[src/rtl/dma_end_pkg.sv]
package dma_end_pkg;

  typedef enum logic [1:0] {
    END_OFF      = 2'b00,
    END_ON_READ  = 2'b01,
    END_ON_WRITE = 2'b10,
    END_WITH_IRQ = 2'b11
  } endMode_e;

  typedef enum logic [1:0] {
    CH_IDLE  = 2'd0,
    CH_READ  = 2'd1,
    CH_WRITE = 2'd2
  } chState_e;

  // strobes from control to datapath
  typedef struct packed {
    logic idle;
    logic loadUnits;
    logic decUnits;
    logic finalRead;
    logic finalWrite;
  } ctrlStrobes_t;

endpackage

[src/rtl/dma_end_ctrl.sv]
module dma_end_ctrl
  import dma_end_pkg::*;
(
  input  logic         clk,
  input  logic         rst,
  input  logic         start,
  input  logic         xferEnable,
  input  logic         reqZero,
  input  logic         unitsOne,
  input  logic         busDone,
  output ctrlStrobes_t strb,
  output logic         busActive,
  output logic         busIsWrite
);

  chState_e state, stateNext;

  always_comb begin
    strb            = '0;
    strb.idle       = (state == CH_IDLE);
    strb.loadUnits  = strb.idle && start && xferEnable && !reqZero;
    strb.finalRead  = (state == CH_READ) && busDone && unitsOne;
    strb.decUnits   = (state == CH_WRITE) && busDone;
    strb.finalWrite = strb.decUnits && unitsOne;
  end

  always_comb begin
    stateNext = state;
    unique case (state)
      CH_IDLE:  if (strb.loadUnits) stateNext = CH_READ;
      CH_READ:  if (busDone) stateNext = CH_WRITE;
      CH_WRITE: if (busDone) stateNext = unitsOne ? CH_IDLE : CH_READ;
      default:  stateNext = CH_IDLE;
    endcase
  end

  always_ff @(posedge clk) begin
    if (rst) state <= CH_IDLE;
    else     state <= stateNext;
  end

  assign busActive  = (state == CH_READ) || (state == CH_WRITE);
  assign busIsWrite = (state == CH_WRITE);

endmodule

[src/rtl/dma_end_dp.sv]
module dma_end_dp
  import dma_end_pkg::*;
#(
  parameter int CNT_W = 16
) (
  input  logic             clk,
  input  logic             rst,
  input  ctrlStrobes_t     strb,
  input  logic             xferEnable,
  input  logic             cfgWrEn,
  input  logic [1:0]       cfgMode,
  input  logic             srcPeriph,
  input  logic [CNT_W-1:0] xferCount,
  output logic             reqZero,
  output logic             unitsOne,
  output endMode_e         curMode,
  output logic             periphLatched,
  output logic             endStrobeN,
  output logic             doneIrq
);

  localparam logic [CNT_W-1:0] ONE = CNT_W'(1);

  logic [CNT_W-1:0] unitsLeft;
  logic             hitRead, hitWrite, fireStrobe;

  assign reqZero  = (xferCount == '0);
  assign unitsOne = (unitsLeft == ONE);

  // mode register: writable only while idle with transfers disabled
  always_ff @(posedge clk) begin
    if (rst)
      curMode <= END_OFF;
    else if (cfgWrEn && strb.idle && !xferEnable)
      curMode <= endMode_e'(cfgMode);
  end

  always_ff @(posedge clk) begin
    if (rst) begin
      unitsLeft     <= '0;
      periphLatched <= 1'b0;
    end else if (strb.loadUnits) begin
      unitsLeft     <= xferCount;
      periphLatched <= srcPeriph;
    end else if (strb.decUnits) begin
      unitsLeft     <= unitsLeft - ONE;
    end
  end

  assign hitRead    = strb.finalRead && (curMode == END_ON_READ);
  assign hitWrite   = strb.finalWrite &&
                      ((curMode == END_ON_WRITE) || (curMode == END_WITH_IRQ));
  assign fireStrobe = !periphLatched && (hitRead || hitWrite);

  always_ff @(posedge clk) begin
    if (rst) begin
      endStrobeN <= 1'b1;
      doneIrq    <= 1'b0;
    end else begin
      endStrobeN <= !fireStrobe;
      doneIrq    <= strb.finalWrite;
    end
  end

endmodule

[src/rtl/dma_end_strobe.sv]
module dma_end_strobe
  import dma_end_pkg::*;
#(
  parameter int CNT_W = 16
) (
  input  logic             clk,
  input  logic             rst,
  input  logic             xferEnable,
  input  logic             cfgWrEn,
  input  logic [1:0]       cfgMode,
  input  logic             srcPeriph,
  input  logic [CNT_W-1:0] xferCount,
  input  logic             start,
  input  logic             busDone,
  output logic             busActive,
  output logic             busIsWrite,
  output logic             endStrobeN,
  output logic             doneIrq
);

  ctrlStrobes_t strb;
  logic         reqZero, unitsOne, periphLatched;
  endMode_e     curMode;

  dma_end_ctrl u_ctrl (
    .clk        (clk),
    .rst        (rst),
    .start      (start),
    .xferEnable (xferEnable),
    .reqZero    (reqZero),
    .unitsOne   (unitsOne),
    .busDone    (busDone),
    .strb       (strb),
    .busActive  (busActive),
    .busIsWrite (busIsWrite)
  );

  dma_end_dp #(.CNT_W(CNT_W)) u_dp (
    .clk           (clk),
    .rst           (rst),
    .strb          (strb),
    .xferEnable    (xferEnable),
    .cfgWrEn       (cfgWrEn),
    .cfgMode       (cfgMode),
    .srcPeriph     (srcPeriph),
    .xferCount     (xferCount),
    .reqZero       (reqZero),
    .unitsOne      (unitsOne),
    .curMode       (curMode),
    .periphLatched (periphLatched),
    .endStrobeN    (endStrobeN),
    .doneIrq       (doneIrq)
  );

endmodule

[config.mk]
export PLATFORM = sky130hd
export DESIGN_NAME = dma_end_strobe
export DESIGN_NICKNAME = d
export VERILOG_FILES = /design/src/rtl/dma_end_pkg.sv /design/src/rtl/dma_end_ctrl.sv /design/src/rtl/dma_end_dp.sv /design/src/rtl/dma_end_strobe.sv
export SDC_FILE = /design/constraint.sdc
export NUM_CORES = 1
export LEC_CHECK = 0
export ABC_AREA = 1
export BUFFER_PORTS_ARGS = -buffer_cell sky130_fd_sc_hd__buf_4
export CAP_MARGIN = 20
export CORE_MARGIN = 3
export CORE_UTILIZATION = 56
export CTS_BUF_LIST = sky130_fd_sc_hd__clkbuf_16
export DETAILED_ROUTE_END_ITERATION = 8
export PLACE_DENSITY = 0.86
export SLEW_MARGIN = 20
export SYNTH_ARGS = -nofsm -noshare
export SYNTH_HDL_FRONTEND = slang
export SYNTH_SLANG_ARGS = --single-unit
[constraint.sdc]
create_clock -name clk -period 2.1 [get_ports clk]
set_input_delay 0.21 -clock clk [delete_from_list [all_inputs] [get_ports clk]]
set_output_delay 0.21 -clock clk [all_outputs]
set_load 0.02 [all_outputs]
Word level (Yosys, flattened, before mapping)
Cells that the tools add are included.
{"block": "totals", "input_bits": 25, "ff_bits": 23, "out_inout_bits": 4}
{"block": "op_classes", "muxes": 7, "add_sub_neg": 1, "reduce_logical": 23, "n_eq_ne": 9}
{"cell": "16-bit 2-to-1 mux", "count": 2}
{"cell": "16-bit by 1-bit equality test with 1-bit output, second input constant", "count": 1}
{"cell": "16-bit zero test", "count": 1}
{"cell": "16-bit by 1-bit subtractor with 16-bit output, second input constant", "count": 1}
{"cell": "1-bit logical AND", "count": 12}
{"cell": "2-bit equality test, second input constant", "count": 3}
{"cell": "2-bit 2-to-1 mux", "count": 3}
{"cell": "2-bit inequality test, second input constant", "count": 3}
{"cell": "2-bit case mux with 3 select lines", "count": 1}
{"cell": "2-bit by 1-bit equality test with 1-bit output, second input constant", "count": 2}
{"cell": "1-bit zero test", "count": 4}
{"cell": "1-bit logical OR", "count": 3}
{"cell": "3-bit AND reduction", "count": 1}
{"cell": "2-bit zero test", "count": 1}
{"cell": "2-bit nonzero test", "count": 1}
{"cell": "1-bit 2-to-1 mux", "count": 1}

Depth between registers and ports, before layout
{"block": "depth", "word_depth": 7, "mapped_depth": 11, "mapped_depth_nobuf": 11}

Cells and area by module
Synthesis repeated with hierarchy kept, for this count alone.
{"block": "unflattened", "hier_cells": 226, "hier_area_um2": 1531.5}
{"module": "dma_end_dp", "cells_each": 192, "area_each_um2": 1293.7, "n_inst": 1}
{"module": "dma_end_ctrl", "cells_each": 34, "area_each_um2": 237.7, "n_inst": 1}

Least setup slack after synthesis
Ideal clock, no wire load.
{"block": "synth_path", "path_type": "reg-to-reg", "startpoint": "register u_ctrl.state[0]", "endpoint": "register u_dp.unitsLeft[12]", "period_less_slack_ns": 1.563, "setup_time_ns": 0.128, "n_path_buf": 0, "path_slack_ns": 0.537, "arrival_ns": 1.436, "path_stages_with_launch": 9, "cell_sequence": "dfxtp_1 inv_1 ha_1 nand2_2 clkinv_1 nand2_1 nor2_1 nor2_1 nor2_1"}
{"item": "start, declared", "line_no": "dma_end_ctrl.sv:16", "text": "chState_e state, stateNext;"}
{"item": "start signal, assigned", "line_no": "dma_end_ctrl.sv:39", "text": "else state <= stateNext;"}
{"item": "2-bit equality test"}
{"item": "named net busIsWrite", "line_no": "dma_end_strobe.sv:16", "text": "output logic busIsWrite,"}
{"item": "1-bit logical AND", "line_no": "dma_end_ctrl.sv:23", "text": "strb.decUnits = (state == CH_WRITE) && busDone;"}
{"item": "2-bit nonzero test (no source line)"}
{"item": "end signal, assigned", "line_no": "dma_end_dp.sv:43", "text": "unitsLeft <= xferCount;"}
{"item": "end signal, assigned", "line_no": "dma_end_dp.sv:46", "text": "unitsLeft <= unitsLeft - ONE;"}
{"item": "end, declared", "line_no": "dma_end_dp.sv:24", "text": "logic [CNT_W-1:0] unitsLeft;"}
The timed path passes the listed nets, and every way through them passes these cells.
A chain may end at the register's enable or synchronous reset.

Final worst setup path
{"block": "layout_path", "startpoint": "register u_ctrl.state[1]", "endpoint": "register u_dp.unitsLeft[12]"}
{"block": "layout_between", "elab_chain_len": 5}
{"item": "2-bit zero test", "line_no": "dma_end_ctrl.sv:20", "text": "strb.idle = (state == CH_IDLE);"}
{"item": "1-bit logical AND (3 in series)", "line_no": "dma_end_ctrl.sv:21", "text": "strb.loadUnits = strb.idle && start && xferEnable && !reqZero;"}
{"item": "16-bit 2-to-1 mux / 2-bit nonzero test (equally long branches)"}
Several ways; a longest one is shown, not always the timed one.

==> impl_results.md <==
- Worst Hold Class: in2reg
- Vias in the first global route: 1610
- Hold Path Origin: cfgMode[1]
- Area contributors post-synth: dfxtp_1, nand2_1, nor2_1
- Initial antenna violation count: 0
- Final hold vios: 0
- I/O Pins: 29
- Nets: 344
- GRT Total Usage: 24.1%
- Hold Crit Endpoint: u_dp.curMode[1]
- DIE AREA: 0.00365 mm²
- Setup TNS: 0 ps
- Hold path cells: 3
- Critical R2R Launch: u_ctrl.state[1]
- CP arrival: 1880 ps
- Clk buf depth: 2
- Crit path time final: 1680 ps
- # hold bufs at CTS: 0
- R2R setup slack: 420 ps
- Final HPWL DP: 2.96 mm
- Slew @ Worst Pin: 312 ps
- Final setup vio count: 0
- Initial Utilization: 59.6%
- Syn_nets: 315
- Largest net degree at the start of global routing: 29
- Met1 GRT Util: 30.2%
- Final WS setup: 416 ps
- Core ar.: 0.00278 mm²
- Critical path startpoint category: register
- Vias: 1763
- Busiest grt layer: met2
- CTS tree: yes
- Critical Path Sink Type: register
- Fin crit share: 80.2%
- Avg Inst Size Synth: 5.85 µm²
- Crit Path Max Fanout: 28
- Clock slew at the register clock pins of the worst setup and hold paths: 60 ps
- Yosys top cell area share: 27.8%
- H-tree Lvls: 1
- Met3 usage: 3.62%
- Layout Skew: 2.59 ps
- Post-synth top flop: dfxtp_1
- Setup repair after global routing missed its margin: no
- Peak Freq: 594 MHz
- P per Cell Area: 1030 mW/mm²
- Run status: finished clean
- Postcts setup bufs: 0
- Total Wirelength: 4.00 mm
- R2r endpoint: u_dp.unitsLeft[12]
- P&R area growth vs syn: 17.3%
- Layout cell share with drive strength beyond 1: 13.5%
- Synth Instances: 283
- Congestion Overflow GR: 0
- Synthesized area: 0.00166 mm²
- TritonCTS Sinks: 23
- Library cells used by synthesis: 22
- Max Cap Viol: 0
- Max VDD drop: 0.000945 V
- First-pass GRT wire length: 6.66 mm
- Met2 Use GR: 41.0%
- Worst r2r path cells: 9
- Cell accounting for the most synthesized area: dfxtp_1
- Dpl ws: 448 ps
- #FFs+latches synth: 23
- Static leakage: 0.00102 µW
- Worst-Skew Late Latency: 260 ps
- Fraction of registers with async set/reset: 0%
- Detail Route Antenna Nets: 0
- 1st-iter DRT viols: 87
- N_diodes: 0
- Routed wire per std cell: 11.7 µm
- Post_cts resized: 0
- Required @ worst endpoint: 2300 ps
- RD Place Congestion: 0.889
- DIE WIDTH: 60.4 µm
- Slew headroom: 79.1%
- # port buffers: 28
- First-pass iteration count of the detailed router: 4
- Remaining DRCs: 0
- CTS buffer count: 3
- Final max-slew violation count: 0
- Die Y: 60.4 µm
- Sequential-to-total area share from yosys stat: 27.8%
- Root Driver: clkbuf_16
- Post-synth EDFFs: 0
- YS warnings: 0
- Row cnt: 19
- Kind of critical path: reg2reg
- Via/cell ratio: 5.15
==> final cells by class <==
| cell class | count | area (µm²) |
|---|---|---|
| multi-input combinational | 223 | 1020 |
| fill | 258 | 838 |
| sequential | 23 | 460 |
| timing repair buffer | 29 | 218 |
| inverter | 32 | 125 |
| clock buffer | 3 | 75.1 |
| tap | 31 | 38.8 |
| clock inverter | 1 | 5.00 |
==> where the power goes <==
part | switching, µW | total, µW | leakage (µW) | internal [µW]
Clock | 160 | 417 | 0.0000409 | 256
Combinational | 648 | 1010 | 0.000788 | 361
Sequential | 69.6 | 579 | 0.000188 | 509
Total | 878 | 2000 | 0.00102 | 1130
==> per-stage QoR <==
stage          total power [µW]  util, %  area (µm²)  hold slack (ps)  cells
3_3_place_gp               1560     67.0        1860              438    338
5_1_grt                    2180     69.9        1940              235    342
3_5_place_dp               1570     67.0        1860              448    338
2_1_floorplan              1380        -        1660              279    283
4_1_cts                    2000     69.9        1940              225    342
6_report                   2000     69.9        1940              225    342
==> cells by family (layout without fill, tap and decap cells) <==
kind of cell             count (synthesis)  after routing  synth area share [%]
AO/OA/AOI/OAI                           18             18                  5.59
XOR/XNOR                                 2              2                  1.06
adder cells (fa/ha/maj)                  7              7                  5.29
buffers and inverters                   37             65                  10.6
flip-flops                              23             23                  27.8
AND/OR/NAND/NOR                        196            196                  49.7
==> critical path, cell delays in order, from the launching register on <==
cell	delay (ps)
dfxtp_1	390
inv_1	100
ha_1	230
nand2_1	110
nor2_4	40
nand2_4	250
nand2_1	200
nor2_1	140
nor2_1	60
nor2_1	80
==> worst max-delay path by stage <==
stage | start | to | cells past startpoint
6_report | u_ctrl.state[1] | u_dp.unitsLeft[12] | 9
3_5_place_dp | u_ctrl.state[1] | u_dp.unitsLeft[10] | 10
4_1_cts | u_ctrl.state[1] | u_dp.unitsLeft[1] | 9
3_3_place_gp | u_ctrl.state[0] | u_dp.unitsLeft[11] | 10
5_1_grt | u_ctrl.state[0] | u_dp.unitsLeft[2] | 9
2_1_floorplan | u_ctrl.state[0] | u_dp.unitsLeft[12] | 8
==> state kept, by name, indices dropped and copies added (netlist names) <==
signal              count
u_dp.endStrobeN         1
u_dp.periphLatched      1
u_ctrl.state            2
u_dp.doneIrq            1
u_dp.curMode            2
u_dp.unitsLeft         16
==> per-layer routing <==
layer	vias to the layer above	part of all wire, %
li1	932	-
met4	0	1.9
met2	54	47
met5	-	0
met3	9	5.4
met1	768	46
==> cell usage after synthesis, types with 2 or more instances <==
cell type and n:
nand4_1 4, nor2_1 70, a21oi_1 8, nand3_1 33, inv_1 30, nor2_2 3
nand2_1 80, o21ai_0 9, buf_6 2, nand2_2 2, ha_1 7, dfxtp_1 23
xor2_1 2, nor2_4 2
==> layout by cell type, fill, tap and decap left out, drive strengths merged <==
cell type / instances
nor3: 1
a21oi: 8
nand3: 33
clkbuf: 3
inv: 31
clkinv: 2
buf: 29
nand2: 83
ha: 7
dfxtp: 23
o21bai: 1
nor2: 75
o21ai: 9
xor2: 2
nand4: 4
(Power assumes the default switching activity.)
